File: config.mk
export PLATFORM = sky130hd
export DESIGN_NAME = cap_list_builder
export DESIGN_NICKNAME = d
export VERILOG_FILES = /design/src/rtl/cap_list_pkg.sv /design/src/rtl/cap_slot_alloc.sv /design/src/rtl/cap_write_seq.sv /design/src/rtl/cap_list_builder.sv
export SDC_FILE = /design/constraint.sdc
export NUM_CORES = 1
export LEC_CHECK = 0
export BUFFER_PORTS_ARGS = -buffer_cell sky130_fd_sc_hd__buf_2
export CAP_MARGIN = 20
export CORE_ASPECT_RATIO = 0.6
export CORE_MARGIN = 4
export CORE_UTILIZATION = 53
export DETAILED_ROUTE_END_ITERATION = 12
export PLACE_DENSITY = 0.77
export SLEW_MARGIN = 25
export SYNTH_ARGS = -nofsm -noshare
export SYNTH_HDL_FRONTEND = slang
export SYNTH_HIERARCHICAL = 1
export SYNTH_SLANG_ARGS = --single-unit
export TNS_END_PERCENT = 20
File: constraint.sdc
create_clock -name clk -period 4.9 [get_ports clk]
set_clock_uncertainty 0.2 [all_clocks]
set_input_delay 0.245 -clock clk [delete_from_list [all_inputs] [get_ports clk]]
set_output_delay 0.245 -clock clk [all_outputs]
set_load 0.02 [all_outputs]
File: src/rtl/cap_list_pkg.sv
// Package: shared codes for the capability list builder.
// Assumes: error codes are visible at the top ports as a 2-bit field.
package cap_list_pkg;

    typedef enum logic [1:0] {
        CL_OK    = 2'd0,
        CL_EMPTY = 2'd1,
        CL_FULL  = 2'd2
    } cl_err_e;

    typedef enum logic [2:0] {
        S_IDLE,
        S_REJECT,
        S_LINK,
        S_ID,
        S_NXT,
        S_PAY,
        S_FIN
    } cl_state_e;

endpackage

File: src/rtl/cap_slot_alloc.sv
// Module: cap_slot_alloc
// Keeps the list tail (offset and length of the last entry) and the
// capabilities-present and MSI-X records. Offers the next candidate slot,
// the link byte to patch and whether an entry of len_i bytes fits.
// Assumes: CEIL < 2**ADDR_W, and commit_i only for entries that fit.
module cap_slot_alloc #(
    parameter int ADDR_W    = 8,
    parameter int LEN_W     = 8,
    parameter int FIRST_OFF = 'h40,
    parameter int HEAD_OFF  = 'h34,
    parameter int CEIL      = 192,
    parameter int MSIX_ID   = 'h11
) (
    input  logic              clk,
    input  logic              rst_n,
    input  logic [LEN_W-1:0]  len_i,
    output logic [ADDR_W-1:0] cand_off_o,
    output logic [ADDR_W-1:0] tail_o,
    output logic              fits_o,
    input  logic              commit_i,
    input  logic [7:0]        commit_id_i,
    input  logic [ADDR_W-1:0] commit_off_i,
    input  logic [LEN_W-1:0]  commit_len_i,
    output logic              caps_present_o,
    output logic              msix_vld_o,
    output logic [ADDR_W-3:0] msix_idx_o
);
    localparam int SUM_W = ((ADDR_W > LEN_W) ? ADDR_W : LEN_W) + 2;

    logic              have_q;
    logic [ADDR_W-1:0] last_off_q;
    logic [LEN_W-1:0]  last_len_q;
    logic [SUM_W-1:0]  end_rnd;
    logic [SUM_W-1:0]  cand_w;
    logic [SUM_W-1:0]  entry_end;

    // Slot and fit arithmetic for the entry being requested.
    always_comb begin
        end_rnd    = SUM_W'(last_off_q) + SUM_W'(last_len_q) + SUM_W'(3);
        cand_w     = have_q ? (end_rnd & ~SUM_W'(3)) : SUM_W'(FIRST_OFF);
        entry_end  = cand_w + SUM_W'(len_i);
        fits_o     = (entry_end <= SUM_W'(CEIL));
        cand_off_o = cand_w[ADDR_W-1:0];
        tail_o     = have_q ? (last_off_q + ADDR_W'(1)) : ADDR_W'(HEAD_OFF);
    end

    // List tail and status records, updated on each committed entry.
    always_ff @(posedge clk) begin
        if (!rst_n) begin
            have_q         <= 1'b0;
            last_off_q     <= '0;
            last_len_q     <= '0;
            caps_present_o <= 1'b0;
            msix_vld_o     <= 1'b0;
            msix_idx_o     <= '0;
        end else if (commit_i) begin
            have_q         <= 1'b1;
            last_off_q     <= commit_off_i;
            last_len_q     <= commit_len_i;
            caps_present_o <= 1'b1;
            if (commit_id_i == 8'(MSIX_ID)) begin
                msix_vld_o <= 1'b1;
                msix_idx_o <= commit_off_i[ADDR_W-1:2];
            end
        end
    end

endmodule

File: src/rtl/cap_write_seq.sv
// Module: cap_write_seq
// Request and payload sequencer. Accepts a request when idle, rejects
// empty or oversized entries without writing, otherwise emits the link,
// identifier, zero link and payload byte writes, then pulses done.
// Assumes: the slot inputs are valid in the same cycle as the request.
module cap_write_seq
    import cap_list_pkg::*;
#(
    parameter int ADDR_W = 8,
    parameter int LEN_W  = 8
) (
    input  logic              clk,
    input  logic              rst_n,
    input  logic              req_valid,
    output logic              req_ready,
    input  logic [7:0]        req_id,
    input  logic [LEN_W-1:0]  req_len,
    input  logic              pay_valid,
    output logic              pay_ready,
    input  logic [7:0]        pay_data,
    input  logic [ADDR_W-1:0] cand_off_i,
    input  logic [ADDR_W-1:0] tail_i,
    input  logic              fits_i,
    output logic              wr_en,
    output logic [ADDR_W-1:0] wr_addr,
    output logic [7:0]        wr_data,
    output logic              done,
    output logic [1:0]        done_err,
    output logic [ADDR_W-1:0] done_offset,
    output logic              commit_o,
    output logic [7:0]        commit_id_o,
    output logic [ADDR_W-1:0] commit_off_o,
    output logic [LEN_W-1:0]  commit_len_o
);
    cl_state_e         state_q;
    cl_err_e           err_q;
    logic [7:0]        id_q;
    logic [LEN_W-1:0]  len_q;
    logic [ADDR_W-1:0] slot_q;
    logic [ADDR_W-1:0] tail_q;
    logic [LEN_W-1:0]  cnt_q;

    // State and request capture.
    always_ff @(posedge clk) begin
        if (!rst_n) begin
            state_q <= S_IDLE;
            err_q   <= CL_OK;
            id_q    <= '0;
            len_q   <= '0;
            slot_q  <= '0;
            tail_q  <= '0;
            cnt_q   <= '0;
        end else begin
            case (state_q)
                S_IDLE: if (req_valid) begin
                    id_q   <= req_id;
                    len_q  <= req_len;
                    slot_q <= cand_off_i;
                    tail_q <= tail_i;
                    cnt_q  <= '0;
                    if (req_len == '0) begin
                        err_q   <= CL_EMPTY;
                        state_q <= S_REJECT;
                    end else if (!fits_i) begin
                        err_q   <= CL_FULL;
                        state_q <= S_REJECT;
                    end else begin
                        err_q   <= CL_OK;
                        state_q <= S_LINK;
                    end
                end
                S_REJECT: state_q <= S_IDLE;
                S_LINK:   state_q <= S_ID;
                S_ID:     state_q <= S_NXT;
                S_NXT:    state_q <= S_PAY;
                S_PAY: if (pay_valid) begin
                    cnt_q <= cnt_q + LEN_W'(1);
                    if (cnt_q == len_q - LEN_W'(1)) state_q <= S_FIN;
                end
                S_FIN:    state_q <= S_IDLE;
                default:  state_q <= S_IDLE;
            endcase
        end
    end

    // Byte write port driven from the current phase.
    always_comb begin
        wr_en   = 1'b0;
        wr_addr = '0;
        wr_data = '0;
        case (state_q)
            S_LINK: begin wr_en = 1'b1; wr_addr = tail_q; wr_data = 8'(slot_q); end
            S_ID:   begin wr_en = 1'b1; wr_addr = slot_q; wr_data = id_q; end
            S_NXT:  begin wr_en = 1'b1; wr_addr = slot_q + ADDR_W'(1); wr_data = 8'h00; end
            S_PAY:  begin
                wr_en   = pay_valid;
                wr_addr = slot_q + ADDR_W'(2) + ADDR_W'(cnt_q);
                wr_data = pay_data;
            end
            default: ;
        endcase
    end

    // Handshake, completion and commit outputs.
    always_comb begin
        req_ready    = (state_q == S_IDLE);
        pay_ready    = (state_q == S_PAY);
        done         = (state_q == S_REJECT) || (state_q == S_FIN);
        done_err     = (state_q == S_REJECT) ? err_q : CL_OK;
        done_offset  = (state_q == S_FIN) ? slot_q : '0;
        commit_o     = (state_q == S_FIN);
        commit_id_o  = id_q;
        commit_off_o = slot_q;
        commit_len_o = len_q;
    end

endmodule

File: src/rtl/cap_list_builder.sv
// Module: cap_list_builder (top)
// Appends capability entries to configuration space as a linked list
// through an unmasked byte write port.
// Assumes: the configuration store applies every wr_en byte as given.
module cap_list_builder #(
    parameter int ADDR_W    = 8,
    parameter int LEN_W     = 8,
    parameter int FIRST_OFF = 'h40,
    parameter int HEAD_OFF  = 'h34,
    parameter int CEIL      = 192,
    parameter int MSIX_ID   = 'h11
) (
    input  logic              clk,
    input  logic              rst_n,
    input  logic              req_valid,
    output logic              req_ready,
    input  logic [7:0]        req_id,
    input  logic [LEN_W-1:0]  req_len,
    input  logic              pay_valid,
    output logic              pay_ready,
    input  logic [7:0]        pay_data,
    output logic              wr_en,
    output logic [ADDR_W-1:0] wr_addr,
    output logic [7:0]        wr_data,
    output logic              done,
    output logic [1:0]        done_err,
    output logic [ADDR_W-1:0] done_offset,
    output logic              caps_present,
    output logic              msix_vld,
    output logic [ADDR_W-3:0] msix_idx
);
    logic [ADDR_W-1:0] cand_off;
    logic [ADDR_W-1:0] tail_off;
    logic              fits;
    logic              commit;
    logic [7:0]        commit_id;
    logic [ADDR_W-1:0] commit_off;
    logic [LEN_W-1:0]  commit_len;

    cap_slot_alloc #(
        .ADDR_W(ADDR_W), .LEN_W(LEN_W), .FIRST_OFF(FIRST_OFF),
        .HEAD_OFF(HEAD_OFF), .CEIL(CEIL), .MSIX_ID(MSIX_ID)
    ) alloc_i (
        .clk(clk), .rst_n(rst_n), .len_i(req_len),
        .cand_off_o(cand_off), .tail_o(tail_off), .fits_o(fits),
        .commit_i(commit), .commit_id_i(commit_id),
        .commit_off_i(commit_off), .commit_len_i(commit_len),
        .caps_present_o(caps_present), .msix_vld_o(msix_vld),
        .msix_idx_o(msix_idx)
    );

    cap_write_seq #(.ADDR_W(ADDR_W), .LEN_W(LEN_W)) seq_i (
        .clk(clk), .rst_n(rst_n),
        .req_valid(req_valid), .req_ready(req_ready),
        .req_id(req_id), .req_len(req_len),
        .pay_valid(pay_valid), .pay_ready(pay_ready), .pay_data(pay_data),
        .cand_off_i(cand_off), .tail_i(tail_off), .fits_i(fits),
        .wr_en(wr_en), .wr_addr(wr_addr), .wr_data(wr_data),
        .done(done), .done_err(done_err), .done_offset(done_offset),
        .commit_o(commit), .commit_id_o(commit_id),
        .commit_off_o(commit_off), .commit_len_o(commit_len)
    );

endmodule

==> results.sh <==
export IMPL_status="finished clean"
export IMPL_routedWlPerCell_um=17.85
export IMPL_synth_edf_count=0
export IMPL_drtAntennaViolNets=0
export IMPL_clk_pin_slew_worst_paths_ps=60
export IMPL_cts_root_buf="clkbuf_16"
export IMPL_numCtsBuffers=9
export IMPL_drive_above_1_share_pct=17.22
export IMPL_cts_path_max_buffers=2
export IMPL_postSynthCellCount=604
export IMPL_yosysSeqAreaShare_pct=28.01
export IMPL_vias=4552
export IMPL_cts_tree="yes"
export IMPL_final_max_slew_viol_count=0
export IMPL_yosys_area_top_type="dfxtp_1"
export IMPL_syn_area_mm2=0.004931
export IMPL_drv_cap=0
export IMPL_min_period_ps=4776
export IMPL_grt_usage_pct=25.16
export IMPL_grt_overflow=0
export IMPL_wl_mm=13.92
export IMPL_irDropWorstVdd_mv=0.2121
export IMPL_worstPathArrival_ps=4860
export IMPL_die_h_um=82.72
export IMPL_antennaDiodeCount=0
export IMPL_critical_path_class="flop to flop"
export IMPL_whs_ps=14.87
export IMPL_rsz0062_at_grt="yes"
export IMPL_p_leak_uw=0.002495
export IMPL_gp_congestion=0.9023
export IMPL_wl_met2_mm=6.106
export IMPL_syn_avg_cell_area_um2=8.164
export IMPL_seqPwrFrac_pct=40.3
export IMPL_power_internal_uw=1092
export IMPL_start_util_pct=56.14
export IMPL_slew_headroom_pct=35.24
export IMPL_drc_errors=0
export IMPL_placed_cells=748
export IMPL_h_tree_depth=3
export IMPL_final_core_util_pct=65.91
export IMPL_core_mm2=0.008783
export IMPL_grt_pass1_wl_mm=21.74
export IMPL_die_area_mm2=0.01096
export IMPL_comb_power_share_pct=17.6
export IMPL_first_pass_iters=5
export IMPL_yosys_top_cells_area="dfxtp_1, ha_1, mux2i_1, nand2_1, a21boi_0"
export IMPL_worstPathMaxFanout=4
export IMPL_finalCritPeriodShare_pct=97.47
export IMPL_drtIter0Drc=308
export IMPL_grt_max_degree=67
export IMPL_fin_cells=780
export IMPL_synthArstFlopShare_pct=0
export IMPL_fmax_mhz=209.4
export IMPL_post_dp_hpwl_mm=9.555
export IMPL_hold_path_class="input pin to flop"
export IMPL_p_per_area_mw_per_mm2=269.8
export IMPL_hold_viol=0
export IMPL_totalPowerFinal_uw=1562
export IMPL_ys_warnings_count=6
export IMPL_wl_met3_mm=1.126
export IMPL_grt_pass1_vias=4345
export IMPL_die_width_um=132.5
export IMPL_setup_violations=0
export IMPL_viasPerCell=5.836
export IMPL_portBuffers=65
export IMPL_endpoint_kind="flop"
export IMPL_area_delta_synth_final_pct=17.41
export IMPL_top_layer="met4"
export IMPL_nets=731
export IMPL_worst_pin_slew_ps=971.5
export IMPL_start_kind="flop"
export IMPL_io_pins=66
export IMPL_cts_sink_count=69
export IMPL_antenna_found_initial=0
export IMPL_synthFlopType="dfxtp_1"
export IMPL_p_clk_share_pct=42.1
export IMPL_clk_latency_ps=340
export IMPL_crit_required_ps=4980
export IMPL_synth_cell_types=63
export IMPL_p_sw_share_pct=30.08
export IMPL_p_switching_uw=469.7
export IMPL_num_rows=26
export IMPL_ys_ff_latch=69
export IMPL_wl_met1_mm=6.552
export IMPL_synth_top_cell_area_share_pct=28.01
## through the flow
step / setup TNS (ps) / instance area, µm² / setup WS, ps
final: 0 / 5789 / 124.1
after detailed placement: -119.3 / 5273 / -101.4
after global routing: -185.8 / 5789 / -95.76
after CTS: 0 / 5692 / 17.11
after global placement: 0 / 5271 / 88.74
after floorplan: 0 / 4935 / 297.8
## cell families after synthesis
family / count (synthesis) / synth area share, %
AND/OR/NAND/NOR: 240 / 25.07
AO/OA/AOI/OAI: 121 / 16.90
flip-flops: 69 / 28.01
buffers and inverters: 55 / 4.516
adder cells (fa/ha/maj): 40 / 10.61
XOR/XNOR: 40 / 7.105
multiplexers: 38 / 7.714
other: 1 / 0.07605
## cell usage in the layout, fill, tap and decap left out, drive strengths merged, types with 4 or more instances in the layout
| cell type | count |
|---|---|
| nand2b | 8 |
| nand3 | 13 |
| ha | 37 |
| a21oi | 19 |
| nor4 | 6 |
| nor2 | 22 |
| and3 | 6 |
| a21o | 6 |
| buf | 74 |
| o21ai | 23 |
| a21boi | 36 |
| inv | 19 |
| dlygate4sd3 | 11 |
| nand2 | 99 |
| xor2 | 17 |
| o211ai | 4 |
| o22ai | 6 |
| xnor2 | 23 |
| dfxtp | 69 |
| or3 | 4 |
| mux2i | 38 |
| nor2b | 30 |
| and2 | 20 |
| nor3 | 7 |
| clkbuf | 9 |
| nand4 | 6 |
## area by class of cell
class | count | area, µm²
clock buffers | 9 | 225.2
clock inverters | 7 | 73.82
fillers | 727 | 2994
inverters | 17 | 63.81
multi-input cells | 481 | 3400
flip-flops and latches | 69 | 1384
well taps | 112 | 140.1
repair buffers | 85 | 503.0
## path summary, 6_finish.rpt
check,startpoint,to,slack (ps),cells past startpoint
hold / removal,req_len[1],seq_i/commit_len_o[1],10,3
setup / recovery,alloc_i/last_len_q[1],seq_i/state_q[1],120,20
setup reg to reg,alloc_i/last_len_q[1],seq_i/state_q[1],120,20
hold reg to reg,alloc_i/msix_vld_o,alloc_i/msix_vld_o,260,2
## power groups by stage
stage | clock network [µW] | registers (µW) | logic [µW]
floorplan | 0 | 615 | 208
global placement | 0 | 637 | 248
detailed placement | 0 | 640 | 257
CTS | 666 | 627 | 266
global route | 693 | 633 | 303
finish | 657 | 629 | 275
## critical path, cell delays in order (launching register included)
cell and delay, ps:
dfxtp_2 340, inv_2 50, ha_4 250, o21ba_4 160, fa_2 370, a211o_2 300, o211ai_1 150, or2b_1 270
a21oi_2 140, xnor2_1 140, and2_4 180, ha_4 220, and3_4 170, a221o_1 350, xor2_1 170, or3_1 430
a21oi_2 170, a21boi_4 200, o311ai_2 90, a32oi_1 210, o31a_1 160
## timing repair
action | CTS | global route
pin swaps | 1 | 9
gates resized for setup | 4 | 13
setup buffers | 0 | 5
hold endpoints to repair | 11 | 0
hold buffers | 11 | 0
setup endpoints to repair | 2 | 2
## metal layers
layer	track usage, %	vias to the layer above
met5	0	-
met4	6.639	0
met3	5.085	18
met2	41.00	189
met1	34.47	2123
li1	-	2222
## state kept, by name, indices dropped and copies added, names as in the netlist
name                cells
seq_i/tail_q            8
seq_i/commit_len_o      8
seq_i/state_q           3
alloc_i/last_off_q      8
seq_i/err_q             2
alloc_i/msix_vld_o      1
seq_i/commit_id_o       8
alloc_i/last_len_q      8
seq_i/cnt_q             8
alloc_i/msix_idx_o      6
seq_i/commit_off_o      8
alloc_i/have_q          1
## cell usage after synthesis (3+ instances only)
cell,number
inv_1,17
and3_1,6
or3_1,4
clkbuf_1,33
nand3_1,13
nor4_1,6
nand2_1,98
nor3b_1,3
o22ai_1,6
or2_2,3
a21boi_0,36
fa_1,3
a311oi_1,3
mux2i_1,38
a21o_1,6
o21ai_0,22
nand4_1,5
a21oi_1,19
nor3_1,7
dfxtp_1,69
nor2_1,22
nand2b_1,8
and2_1,20
nor2b_1,30
xor2_1,17
o211ai_1,3
ha_1,37
xnor2_1,23
nand4b_1,3
Note: power is estimated with default switching activity, not from simulation.
